### config.mk
export PLATFORM = sky130hd
export DESIGN_NAME = lnk_init_ctrl
export DESIGN_NICKNAME = d
export VERILOG_FILES = /design/src/rtl/lnk_pkg.sv /design/src/rtl/lnk_timer.sv /design/src/rtl/lnk_credit.sv /design/src/rtl/lnk_fsm.sv /design/src/rtl/lnk_init_ctrl.sv
export SDC_FILE = /design/constraint.sdc
export NUM_CORES = 1
export LEC_CHECK = 0
export CORE_MARGIN = 5
export CORE_UTILIZATION = 45
export CTS_BUF_LIST = sky130_fd_sc_hd__clkbuf_4 sky130_fd_sc_hd__clkbuf_8
export CTS_CLUSTER_DIAMETER = 80
export CTS_CLUSTER_SIZE = 12
export DETAILED_ROUTE_END_ITERATION = 12
export PLACE_DENSITY = 0.84
export SYNTH_ARGS = -nofsm -noshare
export SYNTH_HDL_FRONTEND = slang
export SYNTH_SLANG_ARGS = --single-unit
### constraint.sdc
create_clock -name clk_i -period 6.9 [get_ports clk_i]
set_clock_uncertainty 0.05 [all_clocks]
set_input_delay 1.38 -clock clk_i [delete_from_list [all_inputs] [get_ports clk_i]]
set_output_delay 1.38 -clock clk_i [all_outputs]
set_load 0.1 [all_outputs]
### src/rtl/lnk_pkg.sv
package lnk_pkg;
  typedef enum logic [2:0] {
    ST_HOLD,
    ST_SETTLE,
    ST_READY,
    ST_NULLS,
    ST_TOKENS,
    ST_RUN
  } lnk_state_e;
endpackage

### src/rtl/lnk_timer.sv
module lnk_timer #(
  parameter int RESET_CYC = 640
) (
  input  logic clk_i,
  input  logic rst_ni,
  input  logic restart_i,
  output logic hold_done_o,
  output logic long_done_o
);
  localparam int CW = $clog2(2 * RESET_CYC);
  localparam logic [CW-1:0] HOLD_LAST = CW'(RESET_CYC - 1);
  localparam logic [CW-1:0] LONG_LAST = CW'(2 * RESET_CYC - 1);

  logic [CW-1:0] cnt_q;

  always_ff @(posedge clk_i or negedge rst_ni) begin
    if (!rst_ni)                cnt_q <= '0;
    else if (restart_i)         cnt_q <= '0;
    else if (cnt_q != LONG_LAST) cnt_q <= cnt_q + 1'b1;
  end

  assign hold_done_o = (cnt_q == HOLD_LAST);
  assign long_done_o = (cnt_q == LONG_LAST);
endmodule

### src/rtl/lnk_credit.sv
module lnk_credit #(
  parameter int STEP = 8,
  parameter int MAX  = 56
) (
  input  logic                               clk_i,
  input  logic                               rst_ni,
  input  logic                               clr_i,
  input  logic                               add_i,
  input  logic                               sub_i,
  output logic [$clog2(MAX+STEP+1)-1:0]      cnt_o,
  output logic                               ovf_o,
  output logic                               unf_o
);
  localparam int W = $clog2(MAX + STEP + 1);
  localparam logic [W-1:0] STEP_V = W'(STEP);
  localparam logic [W-1:0] MAX_V  = W'(MAX);

  logic [W-1:0] cnt_q, cnt_d;

  assign ovf_o = add_i && ((cnt_q + STEP_V) > MAX_V);
  assign unf_o = sub_i && (cnt_q == '0);

  always_comb begin
    cnt_d = cnt_q;
    if (add_i && !ovf_o) cnt_d = cnt_d + STEP_V;
    if (sub_i && !unf_o) cnt_d = cnt_d - 1'b1;
  end

  always_ff @(posedge clk_i or negedge rst_ni) begin
    if (!rst_ni)    cnt_q <= '0;
    else if (clr_i) cnt_q <= '0;
    else            cnt_q <= cnt_d;
  end

  assign cnt_o = cnt_q;
endmodule

### src/rtl/lnk_fsm.sv
module lnk_fsm
  import lnk_pkg::*;
(
  input  logic       clk_i,
  input  logic       rst_ni,
  input  logic       link_start_i,
  input  logic       auto_start_i,
  input  logic       link_dis_i,
  input  logic       room_ok_i,
  input  logic       got_null_i,
  input  logic       got_fct_i,
  input  logic       rx_char_i,
  input  logic       rx_tick_i,
  input  logic       rx_fault_i,
  input  logic       cred_err_i,
  input  logic       hold_done_i,
  input  logic       long_done_i,
  output lnk_state_e state_o,
  output logic       chg_o
);
  lnk_state_e st_q, st_d;
  logic       stray, stray_fct;

  // events that must not occur before the link runs
  assign stray     = rx_fault_i | rx_char_i | rx_tick_i;
  assign stray_fct = stray | got_fct_i;

  always_comb begin
    st_d = st_q;
    unique case (st_q)
      ST_HOLD:   if (hold_done_i) st_d = ST_SETTLE;
      ST_SETTLE: begin
        if (stray_fct)        st_d = ST_HOLD;
        else if (long_done_i) st_d = ST_READY;
      end
      ST_READY: begin
        if (stray_fct) st_d = ST_HOLD;
        else if (!link_dis_i && room_ok_i &&
                 (link_start_i || (auto_start_i && got_null_i)))
          st_d = ST_NULLS;
      end
      ST_NULLS: begin
        if (stray_fct || link_dis_i || long_done_i) st_d = ST_HOLD;
        else if (got_null_i)                        st_d = ST_TOKENS;
      end
      ST_TOKENS: begin
        if (stray || link_dis_i || long_done_i) st_d = ST_HOLD;
        else if (got_fct_i)                     st_d = ST_RUN;
      end
      ST_RUN:    if (rx_fault_i || cred_err_i || link_dis_i) st_d = ST_HOLD;
      default:   st_d = ST_HOLD;
    endcase
  end

  always_ff @(posedge clk_i or negedge rst_ni) begin
    if (!rst_ni) st_q <= ST_HOLD;
    else         st_q <= st_d;
  end

  assign state_o = st_q;
  assign chg_o   = (st_d != st_q);
endmodule

### src/rtl/lnk_init_ctrl.sv
module lnk_init_ctrl
  import lnk_pkg::*;
#(
  parameter int RESET_CYC = 640,
  parameter int ROOM_W    = 6,
  parameter int DATA_W    = 8,
  parameter int TC_W      = 8,
  parameter int CRED_STEP = 8,
  parameter int CRED_MAX  = 56,
  parameter int MIN_ROOM  = 8
) (
  input  logic              clk_i,
  input  logic              rst_ni,
  input  logic              link_start_i,
  input  logic              auto_start_i,
  input  logic              link_dis_i,
  input  logic [ROOM_W-1:0] rx_room_i,
  input  logic              tx_req_i,
  input  logic              tx_flag_i,
  input  logic [DATA_W-1:0] tx_data_i,
  output logic              tx_ack_o,
  input  logic              tick_i,
  input  logic [TC_W-1:0]   tc_i,
  output logic              started_o,
  output logic              connecting_o,
  output logic              running_o,
  output logic              err_disc_o,
  output logic              err_par_o,
  output logic              err_esc_o,
  output logic              err_cred_o,
  output logic              rx_char_o,
  output logic              rx_flag_o,
  output logic [DATA_W-1:0] rx_data_o,
  output logic              tick_o,
  output logic [TC_W-1:0]   tc_o,
  output logic              rx_en_o,
  input  logic              got_null_i,
  input  logic              got_fct_i,
  input  logic              rx_char_i,
  input  logic              rx_flag_i,
  input  logic [DATA_W-1:0] rx_data_i,
  input  logic              rx_tick_i,
  input  logic [TC_W-1:0]   rx_tc_i,
  input  logic              rx_disc_i,
  input  logic              rx_par_i,
  input  logic              rx_esc_i,
  output logic              tx_en_o,
  output logic              tx_null_only_o,
  output logic              tx_fct_only_o,
  output logic              fct_req_o,
  input  logic              fct_ack_i,
  output logic              tx_tick_o,
  output logic [TC_W-1:0]   tx_tc_o,
  output logic              tx_nchar_req_o,
  output logic              tx_flag_o,
  output logic [DATA_W-1:0] tx_data_o,
  input  logic              tx_ack_i
);
  localparam int CW = $clog2(CRED_MAX + CRED_STEP + 1);
  localparam int RW = ((CW > ROOM_W) ? CW : ROOM_W) + 1;
  localparam logic [RW-1:0] STEP_R    = RW'(CRED_STEP);
  localparam logic [RW-1:0] MAX_R     = RW'(CRED_MAX);
  localparam logic [RW-1:0] MIN_ROOM_R = RW'(MIN_ROOM);

  lnk_state_e st;
  logic       st_chg, hold_done, long_done;
  logic       in_run, in_tok, in_nul, cred_live;
  logic       rx_fault, cred_err;
  logic [CW-1:0] tx_cred, rx_cred;
  logic       tx_ovf, tx_unf, rx_ovf, rx_unf;
  logic [RW-1:0] room_x, rx_need;
  logic       err_disc_q, err_par_q, err_esc_q, err_cred_q;

  assign in_run    = (st == ST_RUN);
  assign in_tok    = (st == ST_TOKENS);
  assign in_nul    = (st == ST_NULLS);
  assign cred_live = in_run | in_tok;
  assign rx_fault  = rx_disc_i | rx_par_i | rx_esc_i;
  assign cred_err  = in_run & (tx_ovf | tx_unf | rx_ovf | rx_unf);

  assign room_x  = RW'(rx_room_i);
  assign rx_need = RW'(rx_cred) + STEP_R;

  lnk_timer #(.RESET_CYC(RESET_CYC)) u_timer (
    .clk_i       (clk_i),
    .rst_ni      (rst_ni),
    .restart_i   (st_chg),
    .hold_done_o (hold_done),
    .long_done_o (long_done)
  );

  lnk_fsm u_fsm (
    .clk_i        (clk_i),
    .rst_ni       (rst_ni),
    .link_start_i (link_start_i),
    .auto_start_i (auto_start_i),
    .link_dis_i   (link_dis_i),
    .room_ok_i    (room_x >= MIN_ROOM_R),
    .got_null_i   (got_null_i),
    .got_fct_i    (got_fct_i),
    .rx_char_i    (rx_char_i),
    .rx_tick_i    (rx_tick_i),
    .rx_fault_i   (rx_fault),
    .cred_err_i   (cred_err),
    .hold_done_i  (hold_done),
    .long_done_i  (long_done),
    .state_o      (st),
    .chg_o        (st_chg)
  );

  // transmit credit: what the far end can still accept
  lnk_credit #(.STEP(CRED_STEP), .MAX(CRED_MAX)) u_tx_cred (
    .clk_i  (clk_i),
    .rst_ni (rst_ni),
    .clr_i  (!cred_live),
    .add_i  (got_fct_i & cred_live),
    .sub_i  (tx_nchar_req_o & tx_ack_i),
    .cnt_o  (tx_cred),
    .ovf_o  (tx_ovf),
    .unf_o  (tx_unf)
  );

  // receive credit: room already granted to the far end
  lnk_credit #(.STEP(CRED_STEP), .MAX(CRED_MAX)) u_rx_cred (
    .clk_i  (clk_i),
    .rst_ni (rst_ni),
    .clr_i  (!cred_live),
    .add_i  (fct_req_o & fct_ack_i),
    .sub_i  (rx_char_i & in_run),
    .cnt_o  (rx_cred),
    .ovf_o  (rx_ovf),
    .unf_o  (rx_unf)
  );

  always_ff @(posedge clk_i or negedge rst_ni) begin
    if (!rst_ni) begin
      err_disc_q <= 1'b0;
      err_par_q  <= 1'b0;
      err_esc_q  <= 1'b0;
      err_cred_q <= 1'b0;
    end else begin
      err_disc_q <= in_run & rx_disc_i;
      err_par_q  <= in_run & rx_par_i;
      err_esc_q  <= in_run & rx_esc_i;
      err_cred_q <= cred_err;
    end
  end

  assign err_disc_o = err_disc_q;
  assign err_par_o  = err_par_q;
  assign err_esc_o  = err_esc_q;
  assign err_cred_o = err_cred_q;

  assign started_o    = in_nul;
  assign connecting_o = in_tok;
  assign running_o    = in_run;

  assign rx_en_o        = (st != ST_HOLD);
  assign tx_en_o        = in_nul | cred_live;
  assign tx_null_only_o = in_nul;
  assign tx_fct_only_o  = in_tok;

  assign fct_req_o = cred_live && (room_x >= rx_need) && (rx_need <= MAX_R);

  assign tx_nchar_req_o = in_run & tx_req_i & (tx_cred != '0);
  assign tx_ack_o       = tx_nchar_req_o & tx_ack_i;
  assign tx_flag_o      = tx_flag_i;
  assign tx_data_o      = tx_data_i;
  assign tx_tick_o      = in_run & tick_i;
  assign tx_tc_o        = tc_i;

  assign rx_char_o = in_run & rx_char_i;
  assign rx_flag_o = rx_flag_i;
  assign rx_data_o = rx_data_i;
  assign tick_o    = in_run & rx_tick_i;
  assign tc_o      = rx_tc_i;
endmodule

* Yosys cells after proc, flatten, opt, wreduce, memory -nomap -nowiden
Cells that the tools add are included.
W data, S select, Z words.
** Cells by class
- Bitwise operators :: 22
- Add/sub/neg operators :: 6
- Muxes and demuxes :: 19
- Reductions and logical operators :: 31
- Equal/unequal tests :: 9
- Order comparisons :: 5
** Operator list (count)
- $mux W7 :: 6
- $mux W3 :: 10
- $mux W11 :: 2
- $pmux W3 S6 :: 1
- $add A7 B4 Y7 const B :: 2
- $gt A7 B6 Y1 const B :: 2
- $logic_not A7 Y1 :: 2
- $sub A7 B1 Y7 const B :: 2
- $logic_and A1 B1 Y1 :: 13
- $and A1 B1 Y1 :: 12
- $add A11 B1 Y11 const B :: 1
- $eq A11 B10 Y1 const B :: 1
- $eq A11 B11 Y1 const B :: 1
- $ne A11 B11 Y1 const B :: 1
- $or A1 B1 Y1 :: 10
- $add A7 B4 Y8 const B :: 1
- $ge A6 B8 Y1 :: 1
- $le A8 B6 Y1 const B :: 1
- $logic_or A1 B1 Y1 :: 7
- $reduce_bool A7 Y1 :: 1
- $eq A3 B2 Y1 const B :: 2
- $eq A3 B3 Y1 const B :: 2
- $ge A6 B4 Y1 const B :: 1
- $logic_not A1 Y1 :: 5
- 5 further kinds :: 5
** Storage, ports and cells
- Register bits :: 32
- Word-level logic and storage cells :: 100
- Output and inout port bits :: 51
- Input bits :: 56

* Logic depth before layout (Yosys ltp)
Gate-level depths: netlist of the first run.
- Depth in word-level cells :: 15
- Depth in mapped cells :: 11
- Gate-level depth less buffers :: 9

* Hierarchy
From an unflattened synthesis of the first run, not the netlist that was laid out.
** Second synthesis, totals
- Cells, all modules :: 328
- Area, all modules :: 3004.1 um^2
** By module, submodules not included
- lnk_credit :: cells an instance 61, times used 2, seq. area each 175.2 um^2, area an instance 588.1 um^2
- lnk_init_ctrl :: cells an instance 95, times used 1, seq. area each 100.1 um^2, area an instance 747.0 um^2
- lnk_timer :: cells an instance 63, times used 1, seq. area each 275.3 um^2, area an instance 693.2 um^2
- lnk_fsm :: cells an instance 48, times used 1, seq. area each 75.1 um^2, area an instance 387.9 um^2

* Worst setup path before layout of the first run
No wires, ideal clock.
- Path kind :: in2out
- Start point :: in rx_room_i[0]
- End point :: out fct_req_o
- Stages :: 6
- Data required time :: 5470 ps
- Arrival :: 4401 ps
- Path buffers :: 0
- Setup slack :: 1069 ps
- Path through :: inv_1 ha_1 nand2b_1 a2111oi_0 o31ai_1 nor3b_1
** On the way
- Word-level cells in the longest chain between the ends :: 3
** RTL lines
- start: declaration :: line lnk_init_ctrl.sv:17 : input logic [ROOM_W-1:0] rx_room_i,
- $ge A6 B8 Y1 :: line lnk_init_ctrl.sv:163 : assign fct_req_o = cred_live && (room_x >= rx_need) && (rx_need <= MAX_R);
- $logic_and A1 B1 Y1 (2 in series) :: line lnk_init_ctrl.sv:163
- end: declaration :: line lnk_init_ctrl.sv:50 : output logic fct_req_o,
Every way passes these cells.

* Final worst setup path of the first run
Same ends and word-level chain as after synthesis.

==> results of run 1 <==
[worst register-to-register path, delay by kind of cell (launching register included)]
kind	cells	cell delay [ns]
and+or+nand+nor	2	0.71
AOI/OAI and AO/OA	4	1.24
adders and majority gates	2	0.52
xor gates and xnor gates	1	0.38
DFF	1	0.50
[cells in the mapped netlist (all sizes together), types with 2 or more instances]
library cell	n	area share, %
nor3b	4	1.2
nor2	22	3.3
ha	13	6.4
or3	6	1.5
a21oi	9	1.8
inv	16	2.4
buf	40	12
and2	9	2.2
o211ai	3	1.1
o41ai	2	0.69
a211oi	2	0.59
and3	6	1.5
nor4b	2	0.69
nor3	21	4.2
nand4	3	0.74
xnor2	14	4.9
clkbuf	6	0.89
nand3	8	1.6
mux2i	4	1.6
dfrtp	32	32
a2111oi	4	1.9
nand2	18	2.7
o21ai	3	0.59
a311oi	2	0.69
nor2b	5	1.2
a31o	2	0.69
nand2b	3	0.74
a31oi	2	0.50
xor2	11	4.1
[layer usage]
metal | vias to the layer above | track usage [%] | wire (um)
li1 | 965 | - | -
met1 | 946 | 18.9 | 2360
met2 | 80 | 25.1 | 2490
met3 | 8 | 4.85 | 461
met4 | 0 | 6.19 | 81
met5 | - | 0 | 0
[sequential cells by signal, indices dropped and copies added (netlist names)]
signal and count:
err_disc_o 1, err_par_o 1, u_fsm.state_o 3, u_rx_cred.cnt_o 7, err_cred_o 1, u_timer.cnt_q 11
u_tx_cred.cnt_o 7, err_esc_o 1
[cell families after synthesis]
kind of cell | share of synthesized area, %
AO/OA/AOI/OAI | 12.1
XOR/XNOR | 8.96
adder cells (fa/ha/maj) | 6.44
buffers and inverters | 15.4
flip-flops | 31.7
multiplexers | 1.59
AND/OR/NAND/NOR | 23.9
[layout make-up]
cell class | instances | area [sq um] | share of cell area [%]
Clock inverter | 2 | 10.0 | 0.361
Timing Repair Buffer | 39 | 388 | 14.0
Multi-Input combinational cell | 194 | 1340 | 48.3
Tap cell | 72 | 90.1 | 3.25
Clock buffer | 6 | 82.6 | 2.98
Sequential cell | 32 | 801 | 28.9
Inverter | 16 | 60.1 | 2.17
[metrics by stage]
stage / setup WS [ns] / util (%) / instances / area [sq um] / hold slack, ns
CTS: 1.32 / 50.6 / 361 / 2770 / 0.534
finish: 1.34 / 50.6 / 361 / 2770 / 0.535
detailed placement: 1.35 / 48.9 / 353 / 2680 / 0.526
global route: 1.18 / 50.6 / 361 / 2770 / 0.559
floorplan: 1.07 / - / 288 / 2530 / 0.482
global placement: 1.38 / 48.9 / 353 / 2680 / 0.503
[power by group through the flow]
stage / Clock, W / Combinational (W) / Sequential [W]
2_1_floorplan: 0 / 0.000148 / 0.000230
3_3_place_gp: 0 / 0.0000778 / 0.000235
3_5_place_dp: 0 / 0.0000846 / 0.000236
4_1_cts: 0.000155 / 0.0000835 / 0.000234
5_1_grt: 0.000165 / 0.0000940 / 0.000237
6_report: 0.000151 / 0.0000825 / 0.000235
[worst min-delay path by stage]
stage | from | slack (ns) | cells after the start | endpoint
after floorplan | u_tx_cred.cnt_o[0] | 0.48 | 2 | u_tx_cred.cnt_o[0]
after global placement | u_tx_cred.cnt_o[0] | 0.50 | 2 | u_tx_cred.cnt_o[0]
after detailed placement | u_rx_cred.cnt_o[2] | 0.53 | 2 | u_rx_cred.cnt_o[2]
after CTS | u_rx_cred.cnt_o[2] | 0.53 | 2 | u_rx_cred.cnt_o[2]
after global routing | u_tx_cred.cnt_o[1] | 0.56 | 2 | u_tx_cred.cnt_o[1]
final | u_tx_cred.cnt_o[0] | 0.53 | 2 | u_tx_cred.cnt_o[0]
==> results_dict.tcl, run 1 <==
set metrics [dict create \
    die_area_sq_um 7210 \
    post_cts_resize_count 0 \
    ctsHoldBuffers 0 \
    htree_levels 2 \
    synth_warnings 0 \
    switchingPower_w 0.000135 \
    setup-tns-final_ns 0 \
    hold_class "reg -> reg" \
    rows 27 \
    post_cts_buffers 0 \
    cp-start-kind "primary input" \
    cp_max_fo 4 \
    n_antenna_cell 0 \
    p_sw_share_pct 28.8 \
    power_w 0.000468 \
    gp_congestion 0.936 \
    syn_inst 288 \
    wl_per_cell_um 14.9 \
    synth.cell_area_sq_um 2530 \
    hold_viol 0 \
    crit_end "fct_req_o" \
    crit_buf_inv 3 \
    track_usage_pct 15.4 \
    max_freq_mhz 180 \
    routed_wl_um 5400 \
    path_delay_family "buffers and inverters" \
    ir_worst_vdd_mv 0.0710 \
    synth.distinct_cells 52 \
    async_reset_ff_share_pct 100 \
    synth_ff_type "dfrtp_1" \
    cp_cell_sequence "clkdlybuf4s50_1, inv_1, ha_1, nand2b_1, a2111oi_0, o31ai_1, nor3b_1, clkdlybuf4s50_1" \
    status "finished, final reports clean" \
    num_vias 1999 \
    yosysSeqAreaShare_pct 31.7 \
    clk_pin_slew_worst_paths_ns 0.07 \
    worstSetupPathType "in -> out" \
    r2r_slack_ns 3.36 \
    ys_ff_latch 32 \
    reg2regPathDepth 9 \
    grt_max_degree 33 \
    rr_endpoint "u_timer.cnt_q[4]" \
    tightest_slew_ns 0.981 \
    synth.net_count 357 \
    drv_cap 0 \
    p_comb_share_pct 17.6 \
    avgSynthCellArea_sq_um 8.77 \
    first_pass_iters 4 \
    cp_slowest_cell "clkdlybuf4s50_1" \
    cp-startpoint "rx_room_i[0]" \
    final_nets 357 \
    insertion_delay_ns 0.29 \
    core-area_sq_um 5470 \
    p_clk_share_pct 32.2 \
    cts.sinks 32 \
    numCtsBuffers 5 \
    drt-initial-drc-count 85 \
    pwr_density_cell_nw_per_um2 169 \
    cp_slowest_stage_delay_ns 1.18 \
    clockRootBuffer "clkbuf_8" \
    endpoint_kind "output pin" \
    maxSlewViolCount 0 \
    remaining_drc_errors 0 \
    finalSetupViolations 0 \
    cp_common_cell "clkdlybuf4s50_1" \
    p_leak_nw 1.17 \
    fin_crit_ns 5.56 \
    critPathArrivalTime_ns 4.13 \
    rsz0062_at_grt "no" \
    clk_path_buf_depth 2 \
    p_int_w 0.000333 \
    hpwlAfterDp_um 4150 \
    drive_gt1_share_pct 7.27 \
    period_share_pct 80.6 \
    die_w_um 84.9 \
    synth_edf_count 0 \
    worstPathRequired_ns 5.47 \
    nFillCells 529 \
    ioPinCount 107 \
    antenna_found_initial 0 \
    vias_per_cell 5.54 \
    cts_tree "done" \
    dieHeight_um 84.9 \
    grt_pass1_vias 1972 \
    timing.rr.start "u_rx_cred.cnt_o[3]" \
    ant_nets 0 \
    slew_headroom_pct 34.4 \
    final_common_cell "clkdlybuf4s50_1" \
    grt_overflow 0 \
    grt_pass1_wl_um 9100 \
    layout.cells.most_common_list "38 x clkdlybuf4s50_1, 32 x dfrtp_1, 22 x nor2_1" \
    path_depth 8 \
    io_buffers 38 \
    seq_power_share_pct 50.2 \
    initial_core_util_pct 46.2 \
    areaGrowthSynthToFinish_pct 9.61 \
]
No activity file was read; power rests on OpenSTA's default activity.
==> run 2, diff against run 1 <==
Settings changed: CORE_UTILIZATION 45 to 44, PLACE_DENSITY 0.84 to 0.83.
Clock period 6.9 ns to 5.2 ns, I/O delays scaled along.
==> run 2 against run 1 <==
Net effect:
- non-clock buffer count stayed put
- critical path depth is the same
- die area rose by 2.0%
- flip-flop and latch count unchanged
- count of clock-buffer cells in the layout is the same
- cell area is 0.68% lower
- combinational power increased by 37%
- wire length rose by 0.22%
- total power up 29%
- first-iteration DRC count up 16%
- critical path type unchanged
==> results_dict.tcl, run 2 (synthesis results as in run 1) <==
set metrics [dict create \
    status "finished, final reports clean" \
    gp_congestion 0.937 \
    grt_pass1_vias 1936 \
    cp_slowest_stage_delay_ns 0.45 \
    insertion_delay_ns 0.28 \
    timing.rr.start "u_rx_cred.cnt_o[3]" \
    rows 27 \
    layout.cells.most_common_list "35 x clkdlybuf4s50_1, 32 x dfrtp_1, 22 x nor2_1" \
    htree_levels 2 \
    drive_gt1_share_pct 7.99 \
    top_register "u_timer.cnt_q" \
    hp-start "u_tx_cred.cnt_o[1]" \
    antenna_found_initial 0 \
    rr_endpoint "u_timer.cnt_q[3]" \
    drv_cap 0 \
    cp_max_fo 4 \
    tightest_slew_ns 0.984 \
    utilization_pct 49.6 \
    dieHeight_um 85.8 \
    top_usage_layer "met2" \
    setup-tns-final_ns 0 \
    ant_nets 0 \
    drt-initial-drc-count 99 \
    path_depth 8 \
    num_vias 2019 \
    final_nets 357 \
    ir_worst_vdd_mv 0.144 \
    reg2regPathDepth 9 \
    post_cts_buffers 0 \
    whs_ns 0.533 \
    routed_wl_um 5410 \
    path_delay_family "buffers and inverters" \
    n_antenna_cell 0 \
    wl_per_cell_um 15.0 \
    r2r_slack_ns 1.67 \
    p_leak_nw 1.17 \
    clk_pin_slew_worst_paths_ns 0.06 \
    hold_viol 0 \
    hold_class "reg -> reg" \
    ioPinCount 107 \
    endpoint_kind "output pin" \
    finalSetupViolations 0 \
    slew_headroom_pct 34.2 \
    areaGrowthSynthToFinish_pct 8.87 \
    die_w_um 85.8 \
    cp_cell_sequence "clkdlybuf4s50_1, inv_1, ha_1, nand2b_1, a2111oi_0, o31ai_1, nor3b_1, buf_4" \
    cp_slowest_cell "clkdlybuf4s50_1" \
    clk_path_buf_depth 2 \
    die_area_sq_um 7360 \
    numCtsBuffers 5 \
    rsz0062_at_grt "no" \
    post_cts_resize_count 0 \
    initial_core_util_pct 45.6 \
    critPathArrivalTime_ns 2.99 \
    vias_per_cell 5.61 \
    worstSetupPathType "in -> out" \
    largest_register_ff_count 11 \
    period_share_pct 78.5 \
    worstPathRequired_ns 4.11 \
    final_common_cell "clkdlybuf4s50_1" \
    grt_use_met2_pct 24.1 \
    core-area_sq_um 5540 \
    clockRootBuffer "clkbuf_8" \
    grt_pass1_wl_um 9020 \
    first_pass_iters 4 \
    use_met1_pct 19.7 \
    met3_usage_pct 4.32 \
    hpwlAfterDp_um 4050 \
    nFillCells 528 \
    grt_max_degree 33 \
    ctsHoldBuffers 0 \
    io_buffers 38 \
    power_w 0.000606 \
    cp-start-kind "primary input" \
    track_usage_pct 15.2 \
    max_freq_mhz 245 \
    pwr_density_cell_nw_per_um2 220 \
    maxSlewViolCount 0 \
    grt_overflow 0 \
    cts.sinks 32 \
    crit_buf_inv 3 \
    min_path_cells 2 \
    hold_path_end "u_tx_cred.cnt_o[1]" \
    cts_tree "done" \
    fin_crit_ns 4.08 \
    remaining_drc_errors 0 \
]
## run 2: changes by cell type in the layout (fill, tap and decap cells not counted), sizes merged
cell / previous run / this run
clkdlybuf4s50: 38 / 35
buf: 1 / 4
clkinv: 2 / 1
## run 2: how the worst max path moves through the flow
stage,startpoint,endpoint,slack [ns]
final,rx_room_i[0],fct_req_o,1.12
after global routing,rx_room_i[0],fct_req_o,0.97
after CTS,rx_room_i[0],fct_req_o,1.09
after detailed placement,rx_room_i[0],fct_req_o,1.10
after global placement,rx_room_i[0],fct_req_o,1.16
after floorplan,rx_room_i[0],fct_req_o,0.05
## run 2: metal layers
layer  share of wire, %  vias to the layer above
met3                7.1                       17
met2                 46                       70
met1                 45                      962
li1                   -                      970
met5                  0                        -
met4                1.7                        0
## run 2: cell type report
type,instances,area [sq um],area share (%)
clock buffers,6,76.3,2.78
clock inverters,1,5.00,0.182
inverters,16,60.1,2.18
multi-input cells,194,1340,48.6
flip-flops and latches,32,801,29.1
well taps,72,90.1,3.28
repair buffers,39,380,13.8
## run 2: where the power goes
group | switching (W) | total (W) | internal, W
Combinational | 0.0000548 | 0.000113 | 0.0000577
Clock | 0.0000886 | 0.000185 | 0.0000960
Sequential | 0.0000295 | 0.000309 | 0.000280
## run 2: worst register-to-register path: stages (launching register included)
cell       delay, ns
dfrtp_1         0.52
ha_1            0.32
xnor2_1         0.36
ha_1            0.21
o211ai_1        0.08
o31ai_1         0.33
nor3b_1         0.58
o2bb2ai_2       0.12
o21ai_1         0.67
nor3_1          0.13
## run 2: stage by stage
stage	std cells	setup slack, ns	cell area (sq um)
floorplan	288	0.0486	2530
global placement	353	1.16	2670
detailed placement	353	1.10	2670
CTS	360	1.09	2750
global route	360	0.966	2750
finish	360	1.12	2750
==> run 3, diff against run 2 <==
Clock period 5.2 ns to 3.86 ns, I/O delays scaled along.
==> run 3 against run 2 <==
Net effect:
- final cell count increased by 0.83%
- core utilization rose by 0.59 points
- register-to-register slack got worse by 1.2 ns
- count of clock-buffer cells in the layout rose by 2
- cell area grew 1.2%
- critical path depth stayed put
- flip-flop and latch count unchanged
- sequential power is 34% higher
- highest routed layer unchanged
- critical endpoint unchanged
- critical path type unchanged
==> results_dict.tcl, run 3 (synthesis results as in run 1) <==
set metrics [dict create \
    status "finished, final reports clean" \
    dieHeight_um 85.8 \
    ir_worst_vdd_mv 0.152 \
    rr_endpoint "u_timer.cnt_q[9]" \
    p_sw_share_pct 26.7 \
    ioPinCount 107 \
    rows 27 \
    finalSetupViolations 0 \
    post_cts_resize_count 0 \
    clk_pin_slew_worst_paths_ns 0.06 \
    grt_pass1_vias 1847 \
    p_int_w 0.000613 \
    reg2regPathDepth 9 \
    multi_input_area_sq_um 1350 \
    post_cts_buffers 0 \
    clk_path_buf_depth 2 \
    tightest_slew_ns 0.988 \
    wl_per_cell_um 14.6 \
    cp_slowest_stage_delay_ns 0.45 \
    track_usage_pct 14.9 \
    grt_pass1_wl_um 8700 \
    die_area_sq_um 7360 \
    r2r_slack_ns 0.45 \
    crit_end "fct_req_o" \
    numCtsBuffers 5 \
    maxSlewViolCount 0 \
    dp.cells 355 \
    cts.sinks 32 \
    drv_cap 0 \
    remaining_drc_errors 0 \
    slew_headroom_pct 33.9 \
    insertion_delay_ns 0.28 \
    cp_max_fo 4 \
    top_register "u_timer.cnt_q" \
    ant_nets 0 \
    drt-initial-drc-count 129 \
    num_vias 1963 \
    wl_met3_um 488 \
    first_pass_iters 4 \
    cp_cell_sequence "clkdlybuf4s50_1, inv_1, ha_1, nand2b_1, a2111oi_0, o31ai_1, nor3b_2, buf_12" \
    initial_core_util_pct 45.6 \
    fin_cells 363 \
    die_w_um 85.8 \
    seq_power_share_pct 49.5 \
    routed_wl_um 5310 \
    top_layer_used "met4" \
    p_clk_share_pct 32.9 \
    worstPathRequired_ns 3.04 \
    nFillCells 521 \
    layout.cells.most_common_list "32 x dfrtp_1, 26 x clkdlybuf4s50_1, 22 x nor2_1" \
    vias_per_cell 5.41 \
    clockRootBuffer "clkbuf_8" \
    m1WireLength_um 2410 \
    cp-startpoint "rx_room_i[0]" \
    whs_ns 0.527 \
    fin_crit_ns 3.52 \
    timing.rr.start "u_tx_cred.cnt_o[3]" \
    gp_congestion 0.906 \
    htree_levels 2 \
    cts_tree "done" \
    grt_overflow 0 \
    dr_wl_met2_um 2300 \
    cp_slowest_cell "clkdlybuf4s50_1" \
    endpoint_kind "output pin" \
    io_buffers 38 \
    worstSetupPathType "in -> out" \
    setup-tns-final_ns 0 \
    drive_gt1_share_pct 13.1 \
    n_antenna_cell 0 \
    p_leak_nw 1.22 \
    critPathArrivalTime_ns 2.70 \
    regArea_sq_um 801 \
    min_path_cells 2 \
    period_share_pct 91.3 \
    final_nets 359 \
    max_freq_mhz 284 \
    switchingPower_w 0.000224 \
    p_comb_share_pct 17.6 \
    ctsHoldBuffers 0 \
    core-area_sq_um 5540 \
    cp-start-kind "primary input" \
    antenna_found_initial 0 \
    final_common_cell "dfrtp_1" \
    grt_max_degree 33 \
    hold_class "reg -> reg" \
    hold_viol 0 \
    largest_register_ff_count 11 \
    hpwlAfterDp_um 4040 \
    pwr_density_cell_nw_per_um2 301 \
    areaGrowthSynthToFinish_pct 10.2 \
    rsz0062_at_grt "no" \
]
-- run 3: stage by stage --
step	power, W	area, sq um	setup WS, ns	util [%]
2_1_floorplan	0.000676	2540	0.0799	-
3_3_place_gp	0.000559	2690	0.298	48.5
3_5_place_dp	0.000567	2690	0.194	48.5
4_1_cts	0.000848	2780	0.321	50.2
5_1_grt	0.000892	2780	0.188	50.2
6_report	0.000837	2780	0.335	50.2
-- run 3: critical path, delay by kind of cell --
kind | cells | cell delay, ns
buf+inv | 3 | 0.69
compound gates | 2 | 0.63
simple gates | 2 | 0.34
fa+ha+maj | 1 | 0.27
-- run 3: area by class of cell --
cell class / count / share of cell area [%]
Clock buffer: 8 / 3.51
Inverter: 16 / 2.16
Multi-Input combinational cell: 194 / 48.5
Sequential cell: 32 / 28.8
Tap cell: 72 / 3.24
Timing Repair Buffer: 41 / 13.8
-- run 3: worst min path at each step --
stage / startpoint / end
finish: u_tx_cred.cnt_o[0] / u_tx_cred.cnt_o[0]
global route: u_tx_cred.cnt_o[0] / u_tx_cred.cnt_o[0]
CTS: u_tx_cred.cnt_o[1] / u_tx_cred.cnt_o[1]
detailed placement: u_tx_cred.cnt_o[0] / u_tx_cred.cnt_o[0]
global placement: u_tx_cred.cnt_o[0] / u_tx_cred.cnt_o[0]
floorplan: rst_ni / err_cred_o
-- run 3: routing by layer --
layer / global-route usage [%] / vias to the layer above
met2: 22.7 / 71
met3: 3.94 / 10
met4: 7.48 / 0
met1: 19.6 / 912
li1: - / 970
met5: 0 / -
-- run 3: power by group through the flow --
stage                     sequential, W  clock (W)  combinational [W]
after floorplan                0.000411          0           0.000265
after global placement         0.000416          0           0.000142
after detailed placement       0.000418          0           0.000148
after CTS                      0.000413   0.000286           0.000149
after global routing           0.000421   0.000301           0.000169
final                          0.000414   0.000275           0.000147
